[src/rtl/lwdt_pkg.sv]
package lwdt_pkg;
  // Word slots selected by busAddr[3:2]
  localparam logic [1:0] SLOT_CTRL  = 2'd0;
  localparam logic [1:0] SLOT_RANGE = 2'd1;
  localparam logic [1:0] SLOT_COUNT = 2'd2;
  localparam logic [1:0] SLOT_KICK  = 2'd3;

  localparam logic [31:0] KICK_KEY = 32'h0000_0076;
  localparam int          IDX_COUNT = 16;

  // Commands from control to the counter datapath
  typedef struct packed {
    logic loadInit;
    logic loadNormal;
    logic countDown;
  } cnt_strobe_t;
endpackage

[src/rtl/lwdt_datapath.sv]
module lwdt_datapath
  import lwdt_pkg::*;
#(
  parameter int BASE_EXP = 16,
  parameter int CNT_W    = BASE_EXP + IDX_COUNT
) (
  input  logic             clk,
  input  logic             rstN,
  input  cnt_strobe_t      strobes,
  input  logic [3:0]       initIdx,
  input  logic [3:0]       periodIdx,
  output logic [CNT_W-1:0] countVal,
  output logic             countZero
);
  localparam logic [CNT_W-1:0] RESET_LOAD = CNT_W'(1) << BASE_EXP;

  logic [CNT_W-1:0] reloadTbl [IDX_COUNT];

  for (genvar g = 0; g < IDX_COUNT; g++) begin : g_reload
    assign reloadTbl[g] = CNT_W'(1) << (BASE_EXP + g);
  end

  logic [CNT_W-1:0] countReg;

  always_ff @(posedge clk or negedge rstN) begin
    if (!rstN) begin
      countReg <= RESET_LOAD;
    end else if (strobes.loadInit) begin
      countReg <= reloadTbl[initIdx];
    end else if (strobes.loadNormal) begin
      countReg <= reloadTbl[periodIdx];
    end else if (strobes.countDown) begin
      countReg <= countReg - CNT_W'(1);
    end
  end

  assign countVal  = countReg;
  assign countZero = (countReg == '0);

  AST_STEP_DOWN: assert property (@(posedge clk) disable iff (!rstN)
    strobes.countDown |=> countReg == $past(countReg) - CNT_W'(1));
  AST_NO_WRAP: assert property (@(posedge clk) disable iff (!rstN)
    strobes.countDown |-> countReg != '0);
  AST_ONE_CMD: assert property (@(posedge clk) disable iff (!rstN)
    $countones({strobes.loadInit, strobes.loadNormal, strobes.countDown}) <= 1);
endmodule

[src/rtl/lwdt_ctrl.sv]
module lwdt_ctrl
  import lwdt_pkg::*;
#(
  parameter int CNT_W     = 32,
  parameter int PULSE_LEN = 8,
  parameter int PULSE_W   = $clog2(PULSE_LEN)
) (
  input  logic             clk,
  input  logic             rstN,
  input  logic             busSel,
  input  logic             busWrite,
  input  logic [3:0]       busAddr,
  input  logic [31:0]      busWdata,
  output logic [31:0]      busRdata,
  input  logic [CNT_W-1:0] countVal,
  input  logic             countZero,
  output cnt_strobe_t      strobes,
  output logic [3:0]       initIdx,
  output logic [3:0]       periodIdx,
  output logic             pulseOut
);
  logic [1:0]         slot;
  logic               wrHit;
  logic               kickHit;
  logic               startPulse;
  logic               enReg;
  logic [7:0]         rangeReg;
  logic               pulseActive;
  logic [PULSE_W-1:0] pulseLeft;

  assign slot    = busAddr[3:2];
  assign wrHit   = busSel && busWrite;
  assign kickHit = wrHit && (slot == SLOT_KICK) && (busWdata == KICK_KEY);
  assign startPulse = enReg && !pulseActive && !kickHit && countZero;

  always_ff @(posedge clk or negedge rstN) begin
    if (!rstN) begin
      enReg       <= 1'b0;
      rangeReg    <= '0;
      pulseActive <= 1'b0;
      pulseLeft   <= '0;
    end else begin
      if (wrHit && slot == SLOT_CTRL && busWdata[0]) begin
        enReg <= 1'b1;
      end
      if (wrHit && slot == SLOT_RANGE) begin
        rangeReg <= busWdata[7:0];
      end
      if (pulseActive) begin
        if (pulseLeft == '0) begin
          pulseActive <= 1'b0;
        end else begin
          pulseLeft <= pulseLeft - PULSE_W'(1);
        end
      end else if (startPulse) begin
        pulseActive <= 1'b1;
        pulseLeft   <= PULSE_W'(PULSE_LEN - 1);
      end
    end
  end

  always_comb begin
    strobes = '0;
    if (!enReg) begin
      strobes.loadInit = 1'b1;
    end else if (pulseActive) begin
      strobes.loadNormal = (pulseLeft == '0);
    end else if (kickHit) begin
      strobes.loadNormal = 1'b1;
    end else if (!countZero) begin
      strobes.countDown = 1'b1;
    end
  end

  always_comb begin
    case (slot)
      SLOT_CTRL:  busRdata = {31'd0, enReg};
      SLOT_RANGE: busRdata = {24'd0, rangeReg};
      SLOT_COUNT: busRdata = 32'(countVal);
      default:    busRdata = '0;
    endcase
  end

  assign initIdx   = rangeReg[7:4];
  assign periodIdx = rangeReg[3:0];
  assign pulseOut  = pulseActive;

  AST_EN_STICKY: assert property (@(posedge clk) disable iff (!rstN)
    enReg |=> enReg);
  AST_IDLE_QUIET: assert property (@(posedge clk) disable iff (!rstN)
    !enReg |-> !pulseActive);
  AST_PULSE_BEGIN: assert property (@(posedge clk) disable iff (!rstN)
    (enReg && !pulseActive && countZero && !kickHit) |=> pulseActive);
  AST_PULSE_IGNORES_KICK: assert property (@(posedge clk) disable iff (!rstN)
    (pulseActive && pulseLeft != '0) |=> pulseActive && countZero);
endmodule

[src/rtl/lockable_wdt.sv]
module lockable_wdt
  import lwdt_pkg::*;
#(
  parameter int BASE_EXP  = 16,
  parameter int PULSE_LEN = 8
) (
  input  logic        clk,
  input  logic        rstN,
  input  logic        busSel,
  input  logic        busWrite,
  input  logic [3:0]  busAddr,
  input  logic [31:0] busWdata,
  output logic [31:0] busRdata,
  output logic        sysResetOut
);
  localparam int CNT_W = BASE_EXP + IDX_COUNT;

  cnt_strobe_t      strobes;
  logic [3:0]       initIdx;
  logic [3:0]       periodIdx;
  logic [CNT_W-1:0] countVal;
  logic             countZero;

  lwdt_ctrl #(
    .CNT_W     (CNT_W),
    .PULSE_LEN (PULSE_LEN)
  ) u_ctrl (
    .clk       (clk),
    .rstN      (rstN),
    .busSel    (busSel),
    .busWrite  (busWrite),
    .busAddr   (busAddr),
    .busWdata  (busWdata),
    .busRdata  (busRdata),
    .countVal  (countVal),
    .countZero (countZero),
    .strobes   (strobes),
    .initIdx   (initIdx),
    .periodIdx (periodIdx),
    .pulseOut  (sysResetOut)
  );

  lwdt_datapath #(
    .BASE_EXP (BASE_EXP),
    .CNT_W    (CNT_W)
  ) u_dp (
    .clk       (clk),
    .rstN      (rstN),
    .strobes   (strobes),
    .initIdx   (initIdx),
    .periodIdx (periodIdx),
    .countVal  (countVal),
    .countZero (countZero)
  );
endmodule

[config.mk]
export PLATFORM = sky130hd
export DESIGN_NAME = lockable_wdt
export DESIGN_NICKNAME = d
export VERILOG_FILES = /design/src/rtl/lwdt_pkg.sv /design/src/rtl/lwdt_datapath.sv /design/src/rtl/lwdt_ctrl.sv /design/src/rtl/lockable_wdt.sv
export SDC_FILE = /design/constraint.sdc
export NUM_CORES = 1
export LEC_CHECK = 0
export ABC_AREA = 1
export BUFFER_PORTS_ARGS = -buffer_cell sky130_fd_sc_hd__buf_2
export CAP_MARGIN = 30
export CORE_AREA = 2 2 103 80
export DETAILED_ROUTE_END_ITERATION = 16
export DIE_AREA = 0 0 105 82
export HOLD_SLACK_MARGIN = 0.15
export PLACE_DENSITY = 0.75
export SYNTH_ARGS = -nofsm -noshare
export SYNTH_HDL_FRONTEND = slang
export SYNTH_SLANG_ARGS = --single-unit
export TNS_END_PERCENT = 5
[constraint.sdc]
create_clock -name clk -period 4.77 [get_ports clk]
set_input_delay 1.431 -clock clk [delete_from_list [all_inputs] [get_ports clk]]
set_output_delay 1.431 -clock clk [all_outputs]
set_load 0.01 [all_outputs]
Yosys cells after proc, flatten, opt, wreduce, memory -nomap -nowiden
Memory sizes are Yosys's and may differ from the RTL's.
Index checks and enable logic that the tools add are counted.

operators by class
  add/sub/neg operators = 2
  magnitude comparators = 2
  equality and inequality tests = 6
  muxes and demuxes = 20
  bitwise operators = 2
  reduce and logical (&&, ||, !) cells = 16

operators with widths
  kind                     count
  $mux W32                 7
  $pmux W32 S3             1
  $eq A32 B7 Y1 const B    1
  $logic_not A32 Y1        1
  $sub A32 B1 Y32 const B  1
  $ge A5 B5 Y1 const B     2
  $not A4 Y5               2
  $logic_and A1 B1 Y1      9
  $mux W3                  3
  $mux W1                  8
  $eq A2 B2 Y1 const B     2
  $logic_not A3 Y1         1
  $ne A3 B3 Y1 const B     1
  $sub A3 B1 Y3 const B    1
  $eq A2 B1 Y1 const B     1
  $logic_not A1 Y1         2
  $logic_not A2 Y1         1
  $mux W2                  1
  $ne A2 B2 Y1 const B     1
  $reduce_and A2 Y1        1
  $reduce_bool A2 Y1       1

storage, ports and cells
  register bits = 45
  memory bits (read-only) = 1,024
  word-level logic and storage cells = 55
  memories = 2

memories
  name             depth  bits a word  rd ports  clocked after memory_dff  write ports  RTL line             text
  (no name shown)  16     32           1         0                         0            lwdt_datapath.sv:31  countReg <= reloadTbl[periodIdx];
  (no name shown)  16     32           1         0                         0            lwdt_datapath.sv:29  countReg <= reloadTbl[initIdx];

Depth between registers and ports, before layout
  depth in word-level cells = 9
  mapped depth = 13
  depth with buffers taken out = 12

By module
Synthesis repeated with hierarchy kept, for this count alone.

second synthesis, totals
  cell total of the unflattened synthesis = 582
  area, all modules = 3,688.5 um^2

by module, submodules not included
  module         times used  cells an instance  area each (um^2)
  lwdt_datapath  1           410                2,642.5
  lwdt_ctrl      1           172                1,046.0

Worst setup path after synthesis
No wires, ideal clock.

  path type = input-to-output
  start = input busAddr[2]
  end = output busRdata[2]
  arrival = 2.061 ns
  data required time = 3.339 ns
  path slack = 1.278 ns
  cell stages on the path = 4
  cell sequence = inv_1 > nand2_1 > buf_1 > o22ai_1

on the way
  cells in the longest elaborated chain, start to end = 2
  elaborated cells on any way between the ends = 4
  classes of those cells = eq/ne (2); mux (1); reduce/logical (1)

ends and longest elaborated chain
  what                                        RTL line            text
  start, declared                             lockable_wdt.sv:11  input logic [3:0] busAddr,
  $eq A2 B2 Y1, or another cell as far along  lwdt_ctrl.sv:76     case (slot)
  $pmux W32 S3 (*)                            lwdt_ctrl.sv:76
  end, declared                               lockable_wdt.sv:13  output logic [31:0] busRdata,

Every way passes the cells marked *; elsewhere a longest branch is shown, timed or not.

Final worst setup path
Ends and elaborated chain as after synthesis.

==> results.ini <==
[status]
run_status=complete, no violations

[detailed_routing]
routedWlPerCell_um=14.06
vias=4060
detail-route-antenna-nets=0
drt_first_pass_iters=5
route.detailed.drc=0
routed_wl_um=10950
post_drt_via_cell_ratio=5.212
first_iter_violations=313

[setup_path]
crit_slowest_cell=o22ai_1
critical-path-max-stage-delay_ns=0.24
worst_r2r_path_depth=9
worstSetupEndpoint=busRdata[2]
worst-setup-path-type=in2out
crit_path_start=busAddr[2]
critPathMaxFanout=32
worst_path_cell_trace=buf_2 > inv_1 > nand2_1 > buf_4 > o22ai_1 > buf_2
worstSetupStartpointType=input pin
crit_arrival_ns=2.35
setup.reg_to_reg.worst_slack_ns=2.12
cp_data_required_time_ns=3.34
cp-end-kind=output port
worstReg2RegStart=u_ctrl.pulseLeft[0]
path_common_cell=buf_2
critical_r2r_capture=u_dp.countVal[31]

[clock_tree]
cts.reportedPaths.clkPinSlew_ns=0.10
ctsLongestPathBuffers=2
root_buffer=clkbuf_8
h-tree-depth=2
holdBufCountCts=0
cts_buffers=5
cts_resized=0
post_cts.repair.setup_buffers=0
total_clock_sinks=45
clock_insertion_delay_worst_skew_ns=0.31
tritoncts=done

[synthesis]
post_synth.cell_area_avg_um2=6.042
mappedNetlistArea_um2=3704
synth.yosys.warnings=0
synth_edf_count=0
dominantRegCellSynth=dfrtp_1
synth.top_cells.by_count=161 x nor2_1, 159 x nand2_1, 64 x inv_1, 44 x dfrtp_1, 35 x nand3_1
syn-num-nets=656
synth-seq-cells=45
async_reset_ff_share_pct=100.0
number_of_cells_produced_by_synthesis=613
post_synth_num_cell_types=37
yosys.area.top_type_share_pct=29.73
synth.most_common_cell=nor2_1
synth.largest_area_cell=dfrtp_1
synth_seq_area_share_pct=30.44
synth.area.top_cells=dfrtp_1 30%, nor2_1 16%, nand2_1 16%

[sta]
timing.final.setup_violations=0
timing.final.max_slew_violations=0
final_hold_vio_count=0
rsz0062_at_grt=no
finalClockSkew_ns=0.01300
slew-limit-headroom_pct=36.80
fin_crit_ns=3.776
worst_slew_pin_slew_ns=0.9470
totalNegativeSetupSlack_ns=0
post-route-period-util_pct=79.16
clock.fmax_mhz=264.8

[floorplanning]
core_region_area_um2=7637
die_width_um=105
die_height_um=82
start_util_pct=48.49
std_cell_rows=28
die_footprint_um2=8610
number_of_top_level_pins=73

[placement]
port_buffers=70
place_congestion=0.8975
placed_inst_area_um2=4110
dp_hpwl_um=8507

[power]
cellLeakagePower_nw=2.230
power.density_nw_per_um2=462.0
ir_worst_vdd_mv=0.2054

[global_route]
grt_util_all_layers_pct=26.59
grt.met1_usage_pct=38.81
busiest_layer=met2
overflow=0
via_count_of_the_first_global_routing_pass=3697
maximum_number_of_pins_on_one_net_before_global_route_repair=39
gr-usage-met2_pct=43.05
grt_antenna_before_repair=0
globalRouteMet3Util_pct=2.857
grt_pass1_wl_um=18190

[layout]
fin_area_um2=4210
drive_above_1_share_pct=17.36
num_antenna_cells=0
layout-area-overhead-vs-synth_pct=13.68
post-route-util_pct=55.13
final_net_count=716

[job]
maxCapViolCount=0

[worst_hold_path]
worst_hold_path_type=reg2reg

==> flip-flops by register name, indices dropped and copies added, names as in the netlist <==
name	cells
u_ctrl.pulseOut	1
u_dp.countVal	32
u_ctrl.enReg	1
u_ctrl.pulseLeft	3
u_ctrl.rangeReg	8
==> area by class of cell <==
cell class	instances	area, um^2
Timing Repair Buffer	73	385.4
Sequential cell	45	1127
Clock inverter	2	17.52
Clock buffer	6	82.58
Tap cell	105	131.4
Fill cell	831	3427
Inverter	73	274.0
Multi-Input combinational cell	475	2192
==> stage by stage <==
step	hold WS, ns	instances	setup WS, ns	power (W)
final	0.5214	779	0.9940	0.001945
after detailed placement	0.4993	771	0.9971	0.001659
after global routing	0.5486	779	0.8990	0.002118
after CTS	0.5240	779	0.9905	0.001937
after floorplan	0.4818	613	1.278	0.001358
after global placement	0.4897	770	1.039	0.001640
==> cell families (layout without fill, tap and decap cells) <==
| group | after synthesis | after routing | share of synthesized area, % |
|---|---|---|---|
| AOI/OAI and AO/OA | 50 | 50 | 7.669 |
| DFF | 45 | 45 | 30.44 |
| and+or+nand+nor | 406 | 406 | 46.66 |
| adders and majority gates | 3 | 3 | 1.014 |
| muxes | 1 | 1 | 0.3040 |
| xor gates and xnor gates | 15 | 15 | 3.547 |
| buffers and inverters | 93 | 154 | 10.37 |
==> power breakdown <==
part	switching [W]	internal (W)	total, W
Clock	0.000152	0.000121	0.000272
Sequential	0.000195	0.000545	0.000741
Combinational	0.000605	0.000327	0.000932
Total	0.000952	0.000993	0.00195
==> critical path: cells and delay by family <==
kind	cells	cell delay (ns)
simple gates	1	0.06
compound gates	1	0.24
buf+inv	4	0.60
==> how the worst min path moves through the flow <==
stage / start / to / slack [ns] / cells after the start
finish: u_ctrl.enReg / u_ctrl.enReg / 0.52 / 2
global route: u_ctrl.pulseLeft[2] / u_ctrl.pulseLeft[2] / 0.55 / 2
CTS: u_ctrl.enReg / u_ctrl.enReg / 0.52 / 2
detailed placement: u_ctrl.enReg / u_ctrl.enReg / 0.50 / 2
global placement: u_ctrl.enReg / u_ctrl.enReg / 0.49 / 2
floorplan: u_ctrl.pulseLeft[2] / u_ctrl.pulseLeft[2] / 0.48 / 2
==> cell usage in the layout, fill, tap and decap left out, types with 2 or more instances in the layout <==
cell / count
a21oi_1: 19
a21oi_2: 5
buf_2: 70
buf_4: 2
clkbuf_8: 6
dfrtp_1: 44
ha_1: 3
inv_1: 64
inv_2: 8
nand2_1: 159
nand2_2: 8
nand2_4: 2
nand3_1: 35
nand3b_1: 2
nand4_1: 10
nor2_1: 161
nor2_2: 5
nor2_4: 3
nor3_1: 12
nor4_1: 3
o21ai_0: 12
o21ai_1: 5
o22ai_1: 7
xor2_1: 15
==> per-layer routing <==
metal / share of wire [%] / wire, um
met1: 50 / 5440
met2: 43 / 4665
met3: 6.6 / 718
met4: 1.1 / 125
met5: 0 / 0
Note: power is estimated with default switching activity, not from simulation.
